## src/rtl/brkpt_pkg.sv

```systemverilog
package brkpt_pkg;
  localparam logic [3:0] OFS_WAKE = 4'h0;
  localparam logic [3:0] OFS_FCE  = 4'h3;
  localparam logic [3:0] OFS_AHI  = 4'hC;
  localparam logic [3:0] OFS_ALO  = 4'hD;
  localparam logic [3:0] OFS_CTL  = 4'hE;

  localparam logic [15:0] VEC_NORMAL  = 16'hFFFC;
  localparam logic [15:0] VEC_MONITOR = 16'hFEFC;

  function automatic logic [15:0] pick_vector(input logic mon);
    return mon ? VEC_MONITOR : VEC_NORMAL;
  endfunction

  function automatic logic clear_allowed(input logic brk, input logic fce);
    return !brk || fce;
  endfunction
endpackage

```

## src/rtl/brk_cmp.sv

```systemverilog
module brk_cmp #(
  parameter int ADDR_W = 16,
  parameter int BYTE_W = 8
) (
  input  logic              clk,
  input  logic              rst_n,
  input  logic [ADDR_W-1:0] bus_addr,
  input  logic              bus_vld,
  input  logic [ADDR_W-1:0] bp_addr,
  input  logic              enable,
  input  logic              blocked,
  output logic              hit_q
);
  localparam int NB = ADDR_W / BYTE_W;
  logic [NB-1:0] byte_eq;

  for (genvar b = 0; b < NB; b++) begin : g_byte
    assign byte_eq[b] = (bus_addr[b*BYTE_W +: BYTE_W] == bp_addr[b*BYTE_W +: BYTE_W]);
  end

  logic hit_d;
  assign hit_d = enable && bus_vld && !blocked && (&byte_eq);

  always_ff @(posedge clk or negedge rst_n) begin
    if (!rst_n) hit_q <= 1'b0;
    else        hit_q <= hit_d;
  end
endmodule

```

## src/rtl/brk_regs.sv

```systemverilog
module brk_regs
  import brkpt_pkg::*;
#(
  parameter int ADDR_W = 16,
  parameter int BYTE_W = 8
) (
  input  logic              clk,
  input  logic              rst_n,
  input  logic              wr,
  input  logic [3:0]        addr,
  input  logic [BYTE_W-1:0] wdata,
  output logic [BYTE_W-1:0] rdata,
  input  logic              hw_hit,
  input  logic              enter_evt,
  input  logic              low_power,
  input  logic              clr_ok,
  output logic [ADDR_W-1:0] bp_addr,
  output logic              enable,
  output logic              active,
  output logic              fce,
  output logic              wake,
  output logic              sw_force
);
  localparam int NB = ADDR_W / BYTE_W;

  logic wr_ctl, wr_fce, wr_wake;
  assign wr_ctl  = wr && (addr == OFS_CTL);
  assign wr_fce  = wr && (addr == OFS_FCE);
  assign wr_wake = wr && (addr == OFS_WAKE);
  assign sw_force = wr_ctl && wdata[6];

  for (genvar b = 0; b < NB; b++) begin : g_bp
    always_ff @(posedge clk or negedge rst_n) begin
      if (!rst_n) bp_addr[b*BYTE_W +: BYTE_W] <= '0;
      else if (wr && (addr == OFS_ALO - 4'(b)))
        bp_addr[b*BYTE_W +: BYTE_W] <= wdata;
    end
  end

  always_ff @(posedge clk or negedge rst_n) begin
    if (!rst_n) begin
      enable <= 1'b0;
      active <= 1'b0;
      fce    <= 1'b0;
      wake   <= 1'b0;
    end else begin
      if (wr_ctl) begin
        enable <= wdata[7];
        active <= wdata[6];
      end else if (hw_hit) begin
        active <= 1'b1;
      end
      if (wr_fce) fce <= wdata[7];
      if (wr_wake && !wdata[1] && clr_ok) wake <= 1'b0;
      else if (enter_evt && low_power)    wake <= 1'b1;
    end
  end

  always_comb begin
    rdata = '0;
    case (addr)
      OFS_WAKE: rdata[1]   = wake;
      OFS_FCE:  rdata[7]   = fce;
      OFS_CTL:  rdata[7:6] = {enable, active};
      default:  rdata      = '0;
    endcase
    for (int b = 0; b < NB; b++)
      if (addr == OFS_ALO - 4'(b)) rdata = bp_addr[b*BYTE_W +: BYTE_W];
  end
endmodule

```

## src/rtl/brk_seq.sv

```systemverilog
module brk_seq (
  input  logic clk,
  input  logic rst_n,
  input  logic hit_q,
  input  logic sw_force,
  input  logic instr_done,
  input  logic rti_exec,
  output logic req,
  output logic enter_evt,
  output logic in_brk
);
  logic pend_q;

  assign req       = (hit_q || pend_q) && !in_brk;
  assign enter_evt = req && instr_done;

  always_ff @(posedge clk or negedge rst_n) begin
    if (!rst_n) begin
      pend_q <= 1'b0;
      in_brk <= 1'b0;
    end else begin
      if (enter_evt) pend_q <= 1'b0;
      else if ((hit_q || sw_force) && !in_brk) pend_q <= 1'b1;
      if (in_brk && rti_exec) in_brk <= 1'b0;
      else if (enter_evt)     in_brk <= 1'b1;
    end
  end
endmodule

```

## src/rtl/brkpt_ctrl.sv

```systemverilog
module brkpt_ctrl
  import brkpt_pkg::*;
#(
  parameter int ADDR_W = 16,
  parameter int BYTE_W = 8
) (
  input  logic              clk,
  input  logic              rst_n,
  input  logic              reg_wr,
  input  logic [3:0]        reg_addr,
  input  logic [BYTE_W-1:0] reg_wdata,
  output logic [BYTE_W-1:0] reg_rdata,
  input  logic [ADDR_W-1:0] cpu_addr,
  input  logic              cpu_addr_vld,
  input  logic              instr_done,
  input  logic              rti_exec,
  input  logic              low_power,
  input  logic              monitor_mode,
  input  logic              hv_on_reset,
  output logic              brk_req,
  output logic              in_break,
  output logic [15:0]       vec_base,
  output logic              timer_freeze,
  output logic              wdog_disable,
  output logic              status_clr_ok
);
  logic [ADDR_W-1:0] bp_addr;
  logic enable, active, fce, wake, sw_force;
  logic hit_q, enter_evt;

  assign status_clr_ok = clear_allowed(in_break, fce);

  brk_regs #(.ADDR_W(ADDR_W), .BYTE_W(BYTE_W)) u_regs (
    .clk(clk), .rst_n(rst_n), .wr(reg_wr), .addr(reg_addr), .wdata(reg_wdata),
    .rdata(reg_rdata), .hw_hit(hit_q), .enter_evt(enter_evt), .low_power(low_power),
    .clr_ok(status_clr_ok), .bp_addr(bp_addr), .enable(enable), .active(active),
    .fce(fce), .wake(wake), .sw_force(sw_force)
  );

  brk_cmp #(.ADDR_W(ADDR_W), .BYTE_W(BYTE_W)) u_cmp (
    .clk(clk), .rst_n(rst_n), .bus_addr(cpu_addr), .bus_vld(cpu_addr_vld),
    .bp_addr(bp_addr), .enable(enable), .blocked(in_break), .hit_q(hit_q)
  );

  brk_seq u_seq (
    .clk(clk), .rst_n(rst_n), .hit_q(hit_q), .sw_force(sw_force),
    .instr_done(instr_done), .rti_exec(rti_exec), .req(brk_req),
    .enter_evt(enter_evt), .in_brk(in_break)
  );

  assign vec_base     = pick_vector(monitor_mode);
  assign timer_freeze = in_break;
  assign wdog_disable = in_break && hv_on_reset;
endmodule

```

## config.mk

```make
export PLATFORM = sky130hd
export DESIGN_NAME = brkpt_ctrl
export DESIGN_NICKNAME = d
export VERILOG_FILES = /design/src/rtl/brkpt_pkg.sv /design/src/rtl/brk_cmp.sv /design/src/rtl/brk_regs.sv /design/src/rtl/brk_seq.sv /design/src/rtl/brkpt_ctrl.sv
export SDC_FILE = /design/constraint.sdc
export NUM_CORES = 1
export LEC_CHECK = 0
export BUFFER_PORTS_ARGS = -buffer_cell sky130_fd_sc_hd__clkbuf_2
export CAP_MARGIN = 10
export CORE_ASPECT_RATIO = 0.75
export CORE_MARGIN = 5
export CORE_UTILIZATION = 46
export DETAILED_ROUTE_END_ITERATION = 7
export PLACE_DENSITY = 0.79
export SLEW_MARGIN = 0
export SYNTH_ARGS = -nofsm -noshare
export SYNTH_HDL_FRONTEND = slang
export SYNTH_SLANG_ARGS = --single-unit
```

## constraint.sdc

```tcl
create_clock -name clk -period 2.2 [get_ports clk]
set_input_delay 0.66 -clock clk [delete_from_list [all_inputs] [get_ports clk]]
set_output_delay 0.66 -clock clk [all_outputs]
set_load 0.02 [all_outputs]
```

==> run summary <==
first-pass GRT wire length -> 5.84 mm
reg2reg end -> u_cmp.hit_q
Net Sw Frac -> 35.0%
CP peak stage delay -> 0.18 ns
placed cells -> 227
die height -> 58.6 um
DRC viols -> 0
Hold Violations, Final -> 0
Int Pwr -> 0.850 mW
WL final -> 3.54 mm
r2r setup slk -> 0.77 ns
Post-DRT Antenna Nets -> 0
Yosys warning count -> 0
outcome -> finished, final reports clean
non-filler cells, final -> 231
Sink Count -> 23
Starting DRT DRC Count -> 34
CTS tree -> built
critical path class -> in2out
RSZ-0062 raised after global routing -> false
fin util -> 60.0%
register bit total from synthesis -> 23
CTS Hold Bufs -> 0
maximum clock path buffer count -> 2
Critical Path RT -> 1.54 ns
Std-Cell Rows -> 17
Worst Setup End Kind -> primary output
Root Buffer -> clkbuf_8
type of the worst min-delay path -> in2async
crit share post-route -> 97.3%
delay-heaviest family, CP -> buffers and inverters
ANT cells -> 0
Most Frequent Cell on Critical Path -> clkbuf_2
slew of the pin with the lowest slew margin -> 0.608 ns
Crit path depth -> 6
Synth Cell Area -> 1450 um^2
HPWL Detailed -> 2.87 mm
logic gate share of total power -> 31.7%
max-slew violations -> 0
post-synthesis compound-gate area fraction -> 5.36%
post-synthesis adder-cell area fraction -> 0%
Peak VDD IR -> 0.000429 V
clock share of power -> 20.7%
Layout Nets -> 231
starting density of the core -> 48.6%
post-synthesis sequential area ratio -> 39.8%
IO buf count -> 50
Reg-to-Reg Start -> u_regs.bp_addr[8]
Sum Neg Setup Slack -> 0 ns
largest net degree at the start of global routing -> 24
share of cells above drive strength 1 -> 46.6%
xor/xnor cell area share of the yosys netlist -> 9.69%
Overall Global Routing Usage -> 17.5%
largest family of logic cells by synthesized area -> multiplexers
Max Cap Violations -> 0
Syn Inst Count -> 135
clock latency at the later pin of the worst-skew pair -> 0.27 ns
die span in x -> 74.8 um
core area -> 2980 um^2
area delta synth->final -> 23.6%
startpoint types -> primary input
die area -> 4380 um^2
Syn Area/Cell -> 10.7 um^2
Boundary Pins -> 66
Cell Chain, Critical Path -> clkbuf_2, nor2_2, nand2_1, a21o_1, a21oi_2, clkbuf_2
initial antenna violation count -> 0
FMAX -> 0.467 GHz
Post-Synth Simple-Gate Area -> 14.2%
WL per Instance -> 15.3 um
CP endpoint -> reg_rdata[1]
drt first pass iters -> 4
Pwr Density -> 731 nW/um^2
R2R cell count -> 4
Buffers & Inverters on Critical Path -> 2
GRT overflow -> 0
mux cell area share after synthesis -> 18.9%
Num CTS Buffers -> 3
final setup vio count -> 0
Data arrival, critical path -> 1.48 ns
slew margin rel. -> 59.5%
DR vias -> 1158
CP Max Fanout -> 3
gpl congestion -> 0.886
CTS H-tree depth -> 1
Sw Pwr -> 0.457 mW
Max Clock Skew -> 0.00588 ns
Vias/cell -> 5.01
origin of the worst setup path -> reg_addr[3]
vias in the first global route -> 1214
Reg clk slew, reported paths -> 0.09 ns
Tmin final -> 2.14 ns
post-synthesis cell type count -> 30
leakage power -> 0.934 nW
Crit-path slowest cell -> a21o_1
share of power burned in registers -> 47.6%
-- power groups by stage --
stage | sequential, mW | combinational [mW] | clock (mW)
6_report | 0.623 | 0.414 | 0.270
5_1_grt | 0.641 | 0.461 | 0.295
4_1_cts | 0.621 | 0.417 | 0.273
3_5_place_dp | 0.629 | 0.414 | 0
3_3_place_gp | 0.619 | 0.400 | 0
2_1_floorplan | 0.607 | 0.308 | 0
-- cells in the mapped netlist --
library cell,count,share of area (%)
nand2b_1,1,0.43
and3_1,1,0.43
conb_1,2,0.52
nand4_1,3,1.3
o21ai_0,2,0.69
and2_1,1,0.43
nand3_1,1,0.35
a21oi_1,1,0.35
xor2_1,16,9.7
mux2_2,18,14
nor4_4,1,1.5
a32o_1,1,0.69
nor4_1,5,2.2
a31oi_1,3,1.3
buf_2,2,0.69
mux2i_1,7,4.8
nand3_4,1,1.2
nor2_1,12,3.1
nor3_1,2,0.69
nand2_1,4,1.0
inv_2,1,0.26
buf_6,2,1.6
a211o_1,1,0.61
dfrtp_1,23,40
nand2_2,1,0.43
a21o_1,2,1.0
buf_4,16,8.3
inv_1,3,0.78
nor3_4,1,1.1
o211a_1,1,0.69
-- sequential cells by signal, summed over array words and instances (netlist names) --
name	count
u_seq.in_brk	1
u_regs.enable	1
u_regs.fce	1
u_regs.wake	1
u_cmp.hit_q	1
u_seq.pend_q	1
u_regs.bp_addr	16
u_regs.active	1
-- logic make-up after synthesis --
logic type | count (synthesis)
other | 2
muxes | 25
buffers and inverters | 24
and+or+nand+nor | 34
DFF | 23
xor gates and xnor gates | 16
AOI/OAI and AO/OA | 11
-- what timing repair did --
| action | CTS | global route |
|---|---|---|
| endpoints found under the setup margin | 0 | 1 |
| buffers inserted | 0 | 0 |
| gates resized for setup | 0 | 1 |
-- layer usage --
layer	GRT usage [%]	routed length (um)
met3	4.95	262
met5	0	0
met1	23.8	1610
met4	5.84	31
met2	27.0	1640
-- final cells by class --
cell class / count / area [um^2]
Clock buffer: 3 / 41.3
Clock inverter: 1 / 5.00
Fill cell: 251 / 1190
Inverter: 4 / 15.0
Multi-Input combinational cell: 101 / 758
Sequential cell: 23 / 576
Tap cell: 38 / 47.5
Timing Repair Buffer: 61 / 345
-- cells in the final DEF, fill, tap and decap left out, types with 2 or more instances in the layout --
cell and instances:
nor3_1 2, nor4_1 5, inv_1 3, mux2_2 18
mux2i_1 7, o21ai_0 2, buf_4 10, dfrtp_1 23
clkbuf_2 50, clkbuf_8 3, xor2_1 16, a21o_1 2
nor2_1 11, a31oi_1 3, nand2_1 4, nand4_1 3
conb_1 15
-- metrics by stage --
step	setup slack, ns	total power, mW	hold WS, ns	cell area (um^2)
floorplan	0.0761	0.915	0.364	1500
global placement	0.0687	1.02	0.518	1740
detailed placement	0.00882	1.04	0.524	1740
CTS	0.00698	1.31	0.393	1790
global route	0.0184	1.40	0.422	1790
finish	0.0594	1.31	0.381	1790
-- worst min-delay path by stage --
| stage | start | end | slack [ns] | depth (start not counted) |
|---|---|---|---|---|
| after floorplan | rst_n | u_cmp.hit_q | 0.36 | 0 |
| after global placement | u_regs.fce | u_regs.fce | 0.52 | 1 |
| after detailed placement | u_regs.fce | u_regs.fce | 0.52 | 1 |
| after CTS | rst_n | u_regs.wake | 0.39 | 1 |
| after global routing | rst_n | u_regs.wake | 0.42 | 1 |
| final | rst_n | u_regs.fce | 0.38 | 1 |
Power figures use the tool's default switching activity.
